## config.mk

```make
export PLATFORM = sky130hd
export DESIGN_NAME = bmu_top
export DESIGN_NICKNAME = d
export VERILOG_FILES = /design/src/rtl/bmu_pkg.sv /design/src/rtl/bmu_logic.sv /design/src/rtl/bmu_range.sv /design/src/rtl/bmu_shift.sv /design/src/rtl/bmu_top.sv
export SDC_FILE = /design/constraint.sdc
export NUM_CORES = 1
export LEC_CHECK = 0
export ABC_AREA = 1
export BUFFER_PORTS_ARGS = -buffer_cell sky130_fd_sc_hd__buf_2
export CAP_MARGIN = 5
export CORE_ASPECT_RATIO = 0.75
export CORE_UTILIZATION = 55
export DETAILED_ROUTE_END_ITERATION = 10
export PLACE_DENSITY = 0.86
export SYNTH_ARGS = -nofsm -noshare
export SYNTH_HDL_FRONTEND = slang
export SYNTH_SLANG_ARGS = --single-unit
```

## constraint.sdc

```tcl
create_clock -name vclk -period 8.55
set_input_delay 2.1375 -clock vclk [all_inputs]
set_output_delay 2.1375 -clock vclk [all_outputs]
set_load 0.01 [all_outputs]
```

## src/rtl/bmu_pkg.sv

```systemverilog
package bmu_pkg;

    localparam int OP_W = 4;

    typedef enum logic [OP_W-1:0] {
        OP_AND  = 4'd0,
        OP_OR   = 4'd1,
        OP_XOR  = 4'd2,
        OP_ANDN = 4'd3,
        OP_ORN  = 4'd4,
        OP_BSET = 4'd5,
        OP_BCLR = 4'd6,
        OP_BTST = 4'd7,
        OP_SLZ  = 4'd8,
        OP_SLO  = 4'd9,
        OP_ROTL = 4'd10
    } bmu_op_e;

endpackage

```

## src/rtl/bmu_logic.sv

```systemverilog
module bmu_logic
    import bmu_pkg::*;
#(
    parameter int WIDTH = 8
) (
    input  logic [OP_W-1:0]  op_i,
    input  logic [WIDTH-1:0] a_i,
    input  logic [WIDTH-1:0] b_i,
    output logic [WIDTH-1:0] res_o
);

    always_comb begin
        res_o = '0;
        case (op_i)
            OP_AND:  res_o = a_i & b_i;
            OP_OR:   res_o = a_i | b_i;
            OP_XOR:  res_o = a_i ^ b_i;
            OP_ANDN: res_o = a_i & ~b_i;
            OP_ORN:  res_o = a_i | ~b_i;
            default: res_o = '0;
        endcase
    end

endmodule

```

## src/rtl/bmu_range.sv

```systemverilog
module bmu_range #(
    parameter int WIDTH = 8,
    parameter int IDX_W = 4
) (
    input  logic [WIDTH-1:0] a_i,
    input  logic [IDX_W-1:0] n_i,
    input  logic [IDX_W-1:0] m_i,
    output logic [WIDTH-1:0] set_o,
    output logic [WIDTH-1:0] clr_o,
    output logic             test_o
);

    localparam logic [IDX_W-1:0] TOP_IDX = IDX_W'(WIDTH - 1);

    logic [IDX_W-1:0] n_cl, m_cl, lo, hi;
    logic [WIDTH-1:0] mask;
    logic [WIDTH-1:0] sel;

    always_comb begin
        n_cl = (n_i > TOP_IDX) ? TOP_IDX : n_i;
        m_cl = (m_i > TOP_IDX) ? TOP_IDX : m_i;
        if (n_cl > m_cl) begin
            lo = m_cl;
            hi = n_cl;
        end else begin
            lo = n_cl;
            hi = m_cl;
        end
    end

    for (genvar g = 0; g < WIDTH; g++) begin : g_mask
        assign mask[g] = (IDX_W'(g) >= lo) && (IDX_W'(g) <= hi);
    end

    assign set_o  = a_i | mask;
    assign clr_o  = a_i & ~mask;
    assign sel    = a_i >> n_i;
    assign test_o = sel[0];

endmodule

```

## src/rtl/bmu_shift.sv

```systemverilog
module bmu_shift #(
    parameter int WIDTH = 8,
    parameter int IDX_W = 4
) (
    input  logic [WIDTH-1:0] a_i,
    input  logic [IDX_W-1:0] n_i,
    output logic [WIDTH-1:0] slz_o,
    output logic [WIDTH-1:0] slo_o,
    output logic [WIDTH-1:0] rot_o
);

    localparam logic [IDX_W-1:0] W_IDX = IDX_W'(WIDTH);

    logic             sat;
    logic [IDX_W-1:0] rot_amt;
    logic [2*WIDTH-1:0] dbl;

    assign sat     = (n_i >= W_IDX);
    assign slz_o   = sat ? '0 : (a_i << n_i);
    assign slo_o   = sat ? '1 : ~((~a_i) << n_i);
    assign rot_amt = IDX_W'(n_i % W_IDX);
    assign dbl     = {a_i, a_i} << rot_amt;
    assign rot_o   = dbl[2*WIDTH-1:WIDTH];

endmodule

```

## src/rtl/bmu_top.sv

```systemverilog
module bmu_top
    import bmu_pkg::*;
#(
    parameter int WIDTH = 8,
    parameter int IDX_W = $clog2(WIDTH) + 1
) (
    input  logic [3:0]       op_i,
    input  logic [WIDTH-1:0] src_a_i,
    input  logic [WIDTH-1:0] src_b_i,
    input  logic [WIDTH-1:0] imm_i,
    input  logic             use_imm_i,
    input  logic [IDX_W-1:0] idx_n_i,
    input  logic [IDX_W-1:0] idx_m_i,
    output logic [WIDTH-1:0] result_o,
    output logic             bit_set_o,
    output logic             illegal_o
);

    logic [WIDTH-1:0] opnd_b;
    logic [WIDTH-1:0] logic_res, set_res, clr_res, slz_res, slo_res, rot_res;
    logic             test_bit;

    assign opnd_b = use_imm_i ? imm_i : src_b_i;

    bmu_logic #(.WIDTH(WIDTH)) u_logic (
        .op_i  (op_i),
        .a_i   (src_a_i),
        .b_i   (opnd_b),
        .res_o (logic_res)
    );

    bmu_range #(.WIDTH(WIDTH), .IDX_W(IDX_W)) u_range (
        .a_i    (src_a_i),
        .n_i    (idx_n_i),
        .m_i    (idx_m_i),
        .set_o  (set_res),
        .clr_o  (clr_res),
        .test_o (test_bit)
    );

    bmu_shift #(.WIDTH(WIDTH), .IDX_W(IDX_W)) u_shift (
        .a_i   (src_a_i),
        .n_i   (idx_n_i),
        .slz_o (slz_res),
        .slo_o (slo_res),
        .rot_o (rot_res)
    );

    always_comb begin
        result_o  = '0;
        bit_set_o = 1'b0;
        illegal_o = 1'b0;
        case (op_i)
            OP_AND, OP_OR, OP_XOR, OP_ANDN, OP_ORN: result_o = logic_res;
            OP_BSET: result_o  = set_res;
            OP_BCLR: result_o  = clr_res;
            OP_BTST: bit_set_o = test_bit;
            OP_SLZ:  result_o  = slz_res;
            OP_SLO:  result_o  = slo_res;
            OP_ROTL: result_o  = rot_res;
            default: illegal_o = 1'b1;
        endcase
    end

endmodule

```

==> results of run 1 <==
-- worst max-delay path by stage --
stage               startpoint          end  slack [ns]  depth (start not counted)
floorplan           idx_n_i[0]  result_o[3]        2.81                         17
global placement    idx_n_i[2]  result_o[0]        2.65                         15
detailed placement  idx_n_i[0]  result_o[5]        2.57                         16
CTS                 idx_n_i[0]  result_o[5]        2.57                         16
global route        idx_n_i[0]  result_o[0]        2.37                         17
finish              idx_n_i[0]  result_o[2]        2.56                         17
-- metrics by stage --
stage	hold slack [ns]	std cells	setup slack [ns]
3_5_place_dp	4.62	462	2.57
5_1_grt	4.63	462	2.37
3_3_place_gp	4.61	462	2.65
6_report	4.62	462	2.56
2_1_floorplan	4.38	384	2.81
4_1_cts	4.62	462	2.57
-- placed cells by master, fill, tap and decap left out --
master / Yosys / final
nand3_1: 37 / 37
a21oi_1: 21 / 21
o221ai_1: 1 / 1
o211ai_1: 3 / 3
conb_1: 2 / 2
o21ai_2: 1 / 1
nand2_1: 148 / 148
a211oi_1: 3 / 3
o21ai_0: 34 / 34
xor2_1: 4 / 4
nand3_4: 1 / 1
o21ai_1: 2 / 2
nand2_2: 8 / 8
o31ai_1: 1 / 1
inv_1: 48 / 48
xnor2_1: 1 / 1
a31oi_1: 2 / 2
nor2_2: 3 / 3
o2111a_1: 1 / 1
inv_2: 3 / 3
buf_2: 3 / 47
or2_2: 2 / 2
nor2_4: 1 / 1
nand4_1: 1 / 1
nor3_1: 7 / 7
nor2_1: 37 / 37
o22ai_1: 1 / 1
nand2_4: 2 / 2
ha_1: 2 / 2
-- power groups by stage --
| stage | clock network (mW) | registers, mW | logic, mW |
|---|---|---|---|
| 6_report | 0 | 0 | 0.121 |
| 3_5_place_dp | 0 | 0 | 0.117 |
| 3_3_place_gp | 0 | 0 | 0.115 |
| 2_1_floorplan | 0 | 0 | 0.0841 |
| 4_1_cts | 0 | 0 | 0.118 |
| 5_1_grt | 0 | 0 | 0.135 |
-- worst max-delay path: cells and delay by family --
kind | cells | cell delay, ns
adders and majority gates | 1 | 0.19
and+or+nand+nor | 13 | 1.15
buffers and inverters | 3 | 0.36
-- cell families after synthesis --
group | synth area share (%)
and+or+nand+nor | 60.7
adders and majority gates | 1.44
xor gates and xnor gates | 2.52
AOI/OAI and AO/OA | 22.2
buffers and inverters | 12.8
other | 0.432
-- area by class of cell --
class              instances  area, um2
fillers                  310        988
inverters                 51        191
multi-input cells        326       1520
well taps                 38       47.5
repair buffers            47        235
-- metal layers --
| layer | routed length, um | part of all wire, % |
|---|---|---|
| met3 | 883 | 16 |
| met2 | 2310 | 41 |
| met4 | 148 | 2.6 |
| met1 | 2330 | 41 |
| met5 | 0 | 0 |
==> results.txt, run 1 <==
----------------------------------------------------
[STA]
  Setup repair after global routing missed its margin ... no
  Endpoints failing setup ... 0
  Worst slew margin relative to its limit ... 59.7%
  Pin slew with the least headroom to its limit ... 0.603 ns
  Slew Limit Fails ... 0
  Final cycle utilization of the critical path ... 70.1%
  Highest clock frequency the design can meet ... 167 MHz
  Period minus WS final ... 5.99 ns
  Final hold violations ... 0
  Setup_tns ... 0 ns

[Worst hold path]
  Type of the worst min-delay path ... in2out
  Hold path cells ... 4
  Destination of the worst hold path ... illegal_o
  Min-delay src ... op_i[3]

[Setup path]
  Max stage delay on crit path ... 0.25 ns
  Category of the most critical setup path ... in2out
  Cell with the largest stage delay on the worst path ... nor2_1
  Most repeated library cell on the critical path ... nand2_1
  Max Fanout on Critical Path ... 17
  CP endpoint kind ... output port
  Data required time at the worst endpoint ... 6.41 ns
  Category of the worst setup path launch point ... input port
  Cell breakdown of the critical path ... buf_2 > nor2_1 > ha_1 > inv_1 > nand2_1 > nand2_1 > nand2_2 > nand2_4 > nand2_4 > nand2_1 > nand2_2 > nand2_1 > nand3_1 > nand2_1 > nand2_1 > nand2_1 > buf_2
  Endpoint arrival time on the critical path ... 3.85 ns

[Synthesis]
  Total nets after synthesis ... 423
  Most repeated cell in the gate-level netlist after synthesis ... nand2_1
  Gate count of the mapped netlist ... 384
  Library cell occupying the most area in the post-synthesis netlist ... nand2_1
  Area of the mapped netlist ... 1740 um2
  Top-area cell type share of the netlist area ... 32.0%
  Post-synthesis sequential area ratio ... 0%
  Most instantiated cells after synthesis ... nand2_1, inv_1, nand3_1, nor2_1, o21ai_0
  Mean Syn Cell Area ... 4.52 um2
  Synth Warn # ... 0
  Largest cells by area after synthesis ... nand2_1, nand3_1, inv_1
  Post-synthesis cell type count ... 30

[Global route]
  Overflow after GRT ... 0
  Number of antenna violations at the first check in global routing ... 0
  Met3 Usage GRT ... 9.32%
  Pin count of the biggest net entering global routing ... 18
  Vias in the first global route ... 2112
  Most utilized layer in the global route result ... met2
  Global-route met2 utilization ... 50.5%
  Overall track demand over capacity in global routing ... 33.7%
  GR Util met1 ... 48.0%
  First-pass GRT wire length ... 9030 um

[Pwr]
  Leakage power total ... 1.15 nW
  Gate power share ... 100.0%
  Share of total power consumed by net switching ... 66.4%
  Share of total power in the clock network ... 0%
  Overall power consumption ... 121 uW
  Switch Pwr ... 80.4 uW
  Peak supply drop ... 0.0262 mV
  Cell-internal power ... 40.7 uW
  Power share of the sequential group ... 0%
  Total power per unit cell area ... 60.9 nW/um2

[Clocking]
  Number of resized instances in the post-cts repair step ... 0
  Number of buffers inserted by post-CTS setup repair ... 0
  Post-CTS Hold Buffers ... 0

[Place]
  Weighted congestion at the end of routability-driven global placement ... 1.08
  HPWL reported at the end of detailed placement ... 4720 um
  Number of I/O port buffers ... 47
  DP Area ... 1990 um2

[Die]
  Standard-cell row count ... 17
  Die H ... 50.7 um
  Die X-Extent ... 66.9 um
  Starting Density ... 58.3%
  Number of top-level design ports ... 47
  Area of the die ... 3390 um2
  Std-Cell Core Area ... 2980 um2

[Routing]
  DRC ... 0
  Per-cell routed wire length ... 12.3 um
  First-pass iteration count of the detailed router ... 7
  Vias ... 2672
  Sum of routed wire length over all layers ... 5670 um
  Detailed router's first-iteration violation count ... 304
  Post-DR vias/cell ... 5.78
  Post-route antenna net violation count ... 0

[Final layout]
  Area Growth Syn to Fin ... 14.6%
  ANT cells ... 0
  Final #Nets ... 465
  Final Core Density ... 66.8%
  Flip-flop and latch count ... 0
  Finished layout cell area ... 1990 um2
  Area occupied by registers ... 0 um2
  Clock buffer instance count of the final layout ... 0
  Share of final-layout standard cells stronger than drive strength 1 ... 16.0%

[Flow run]
  Max-capacitance violation count ... 0

[Status]
  Outcome ... finished clean

----------------------------------------------------
(Power assumes the default switching activity.)
==> run 2, diff against run 1 <==
--- a/config.mk
+++ b/config.mk
@@ -9,9 +9,9 @@
 export BUFFER_PORTS_ARGS = -buffer_cell sky130_fd_sc_hd__buf_2
 export CAP_MARGIN = 5
 export CORE_ASPECT_RATIO = 0.75
-export CORE_UTILIZATION = 55
+export CORE_UTILIZATION = 51
 export DETAILED_ROUTE_END_ITERATION = 10
-export PLACE_DENSITY = 0.86
+export PLACE_DENSITY = 0.84
 export SYNTH_ARGS = -nofsm -noshare
 export SYNTH_HDL_FRONTEND = slang
 export SYNTH_SLANG_ARGS = --single-unit
==> constraint.sdc (replaced) <==
create_clock -name vclk -period 5
set_input_delay 1.25 -clock vclk [all_inputs]
set_output_delay 1.25 -clock vclk [all_outputs]
set_load 0.01 [all_outputs]
==> results.txt, run 2 (synthesis results as in run 1) <==
----------------------------------------------------
[Final layout]
  ANT cells ... 0
  Leading cell type in the layout, fill and taps excluded ... nand2_1
  Final cell count without fillers ... 462
  Clock buffer instance count of the final layout ... 0
  Share of final-layout standard cells stronger than drive strength 1 ... 16.0%
  Final #Nets ... 465
  Finished layout cell area ... 1990 um2
  Flip-flop and latch count ... 0
  Area occupied by registers ... 0 um2
  Area Growth Syn to Fin ... 14.6%
  Final Core Density ... 64.5%
  Filler cell count ... 312
  Commonest cells after routing, fill and taps aside ... nand2_1, inv_1, buf_2

[Place]
  Number of I/O port buffers ... 47
  HPWL reported at the end of detailed placement ... 4710 um
  Placed Instances ... 462
  Weighted congestion at the end of routability-driven global placement ... 1.02
  DP Area ... 1990 um2
  Setup Slack @ Placement ... 0.784 ns

[Die]
  Die X-Extent ... 69.4 um
  Number of top-level design ports ... 47
  Standard-cell row count ... 17
  Die H ... 52.5 um
  Std-Cell Core Area ... 3080 um2
  Starting Density ... 56.3%
  Area of the die ... 3640 um2

[Pwr]
  Cell-internal power ... 69.5 uW
  Power share of the sequential group ... 0%
  Leakage power total ... 1.15 nW
  Switch Pwr ... 137 uW
  Total power per unit cell area ... 104 nW/um2
  Gate power share ... 100.0%
  Overall power consumption ... 207 uW
  Peak supply drop ... 0.0477 mV
  Share of total power consumed by net switching ... 66.4%
  Share of total power in the clock network ... 0%

[Global route]
  Overall track demand over capacity in global routing ... 31.0%
  Pin count of the biggest net entering global routing ... 18
  Overflow after GRT ... 0
  First-pass GRT wire length ... 9270 um
  Vias in the first global route ... 2053
  Number of antenna violations at the first check in global routing ... 0

[STA]
  Worst hold slack ... 2.85 ns
  Final cycle utilization of the critical path ... 85.4%
  Highest clock frequency the design can meet ... 234 MHz
  Period minus WS final ... 4.27 ns
  Worst Slack Setup Final ... 0.731 ns
  Pin slew with the least headroom to its limit ... 0.535 ns
  Setup_tns ... 0 ns
  Endpoints failing setup ... 0
  Final hold violations ... 0
  Setup repair after global routing missed its margin ... no
  Worst slew margin relative to its limit ... 64.0%
  Slew Limit Fails ... 0

[Routing]
  DRC ... 0
  Sum of routed wire length over all layers ... 5680 um
  Post-DR vias/cell ... 5.70
  Post-route antenna net violation count ... 0
  Detailed router's first-iteration violation count ... 247
  Per-cell routed wire length ... 12.3 um
  First-pass iteration count of the detailed router ... 5
  Vias ... 2634

[Setup path]
  Launch point of the critical path ... op_i[3]
  Cell breakdown of the critical path ... buf_2 > nor2_1 > inv_1 > nor2_1 > inv_1 > o221ai_1 > o21ai_0 > nand3_1 > a21oi_1 > nand2_1 > buf_2
  CP endpoint kind ... output port
  Data required time at the worst endpoint ... 3.75 ns
  Critical path endpoint ... result_o[1]
  Max stage delay on crit path ... 0.31 ns
  Category of the most critical setup path ... in2out
  Max Fanout on Critical Path ... 7
  Cell with the largest stage delay on the worst path ... nor2_1
  Endpoint arrival time on the critical path ... 3.02 ns
  Category of the worst setup path launch point ... input port

[Worst hold path]
  Type of the worst min-delay path ... in2out
  Hold path cells ... 4

[Clocking]
  Number of resized instances in the post-cts repair step ... 0
  Post-CTS Hold Buffers ... 0
  Number of buffers inserted by post-CTS setup repair ... 0

[Flow run]
  Max-capacitance violation count ... 0

[Status]
  Outcome ... finished clean

----------------------------------------------------
[run 2: cell counts in the layout (fill, tap and decap cells not counted)]
Identical to the previous run, type by type.
[run 2: cell type report]
class                      instances  area [um2]  area share [%]
tap                               38        47.5            2.39
multi-input combinational        326        1520            76.2
timing repair buffer              47         235            11.8
inverter                          51         191            9.62
[run 2: critical path, delay by kind of cell]
kind            cells  cell delay (ns)
buf+inv             4             0.62
simple gates        4             0.76
compound gates      3             0.38
[run 2: power groups by stage]
stage / clock [mW] / combinational [mW] / sequential [mW]
after floorplan: 0 / 0.144 / 0
after global placement: 0 / 0.197 / 0
after detailed placement: 0 / 0.201 / 0
after CTS: 0 / 0.201 / 0
after global routing: 0 / 0.230 / 0
final: 0 / 0.207 / 0
[run 2: routing by layer]
metal  GRT usage (%)  vias to the layer above  part of all wire (%)
li1                -                     1317                     -
met4            5.44                        0                   2.0
met3            2.12                       14                    14
met1            45.9                     1141                    42
met2            49.5                      162                    42
met5               0                        -                     0
[run 2: how the worst min path moves through the flow]
stage	from	endpoint	slack, ns
after CTS	op_i[3]	illegal_o	2.85
after floorplan	op_i[3]	illegal_o	2.61
after detailed placement	op_i[3]	illegal_o	2.85
after global placement	op_i[3]	illegal_o	2.84
final	op_i[3]	illegal_o	2.85
after global routing	op_i[3]	illegal_o	2.89
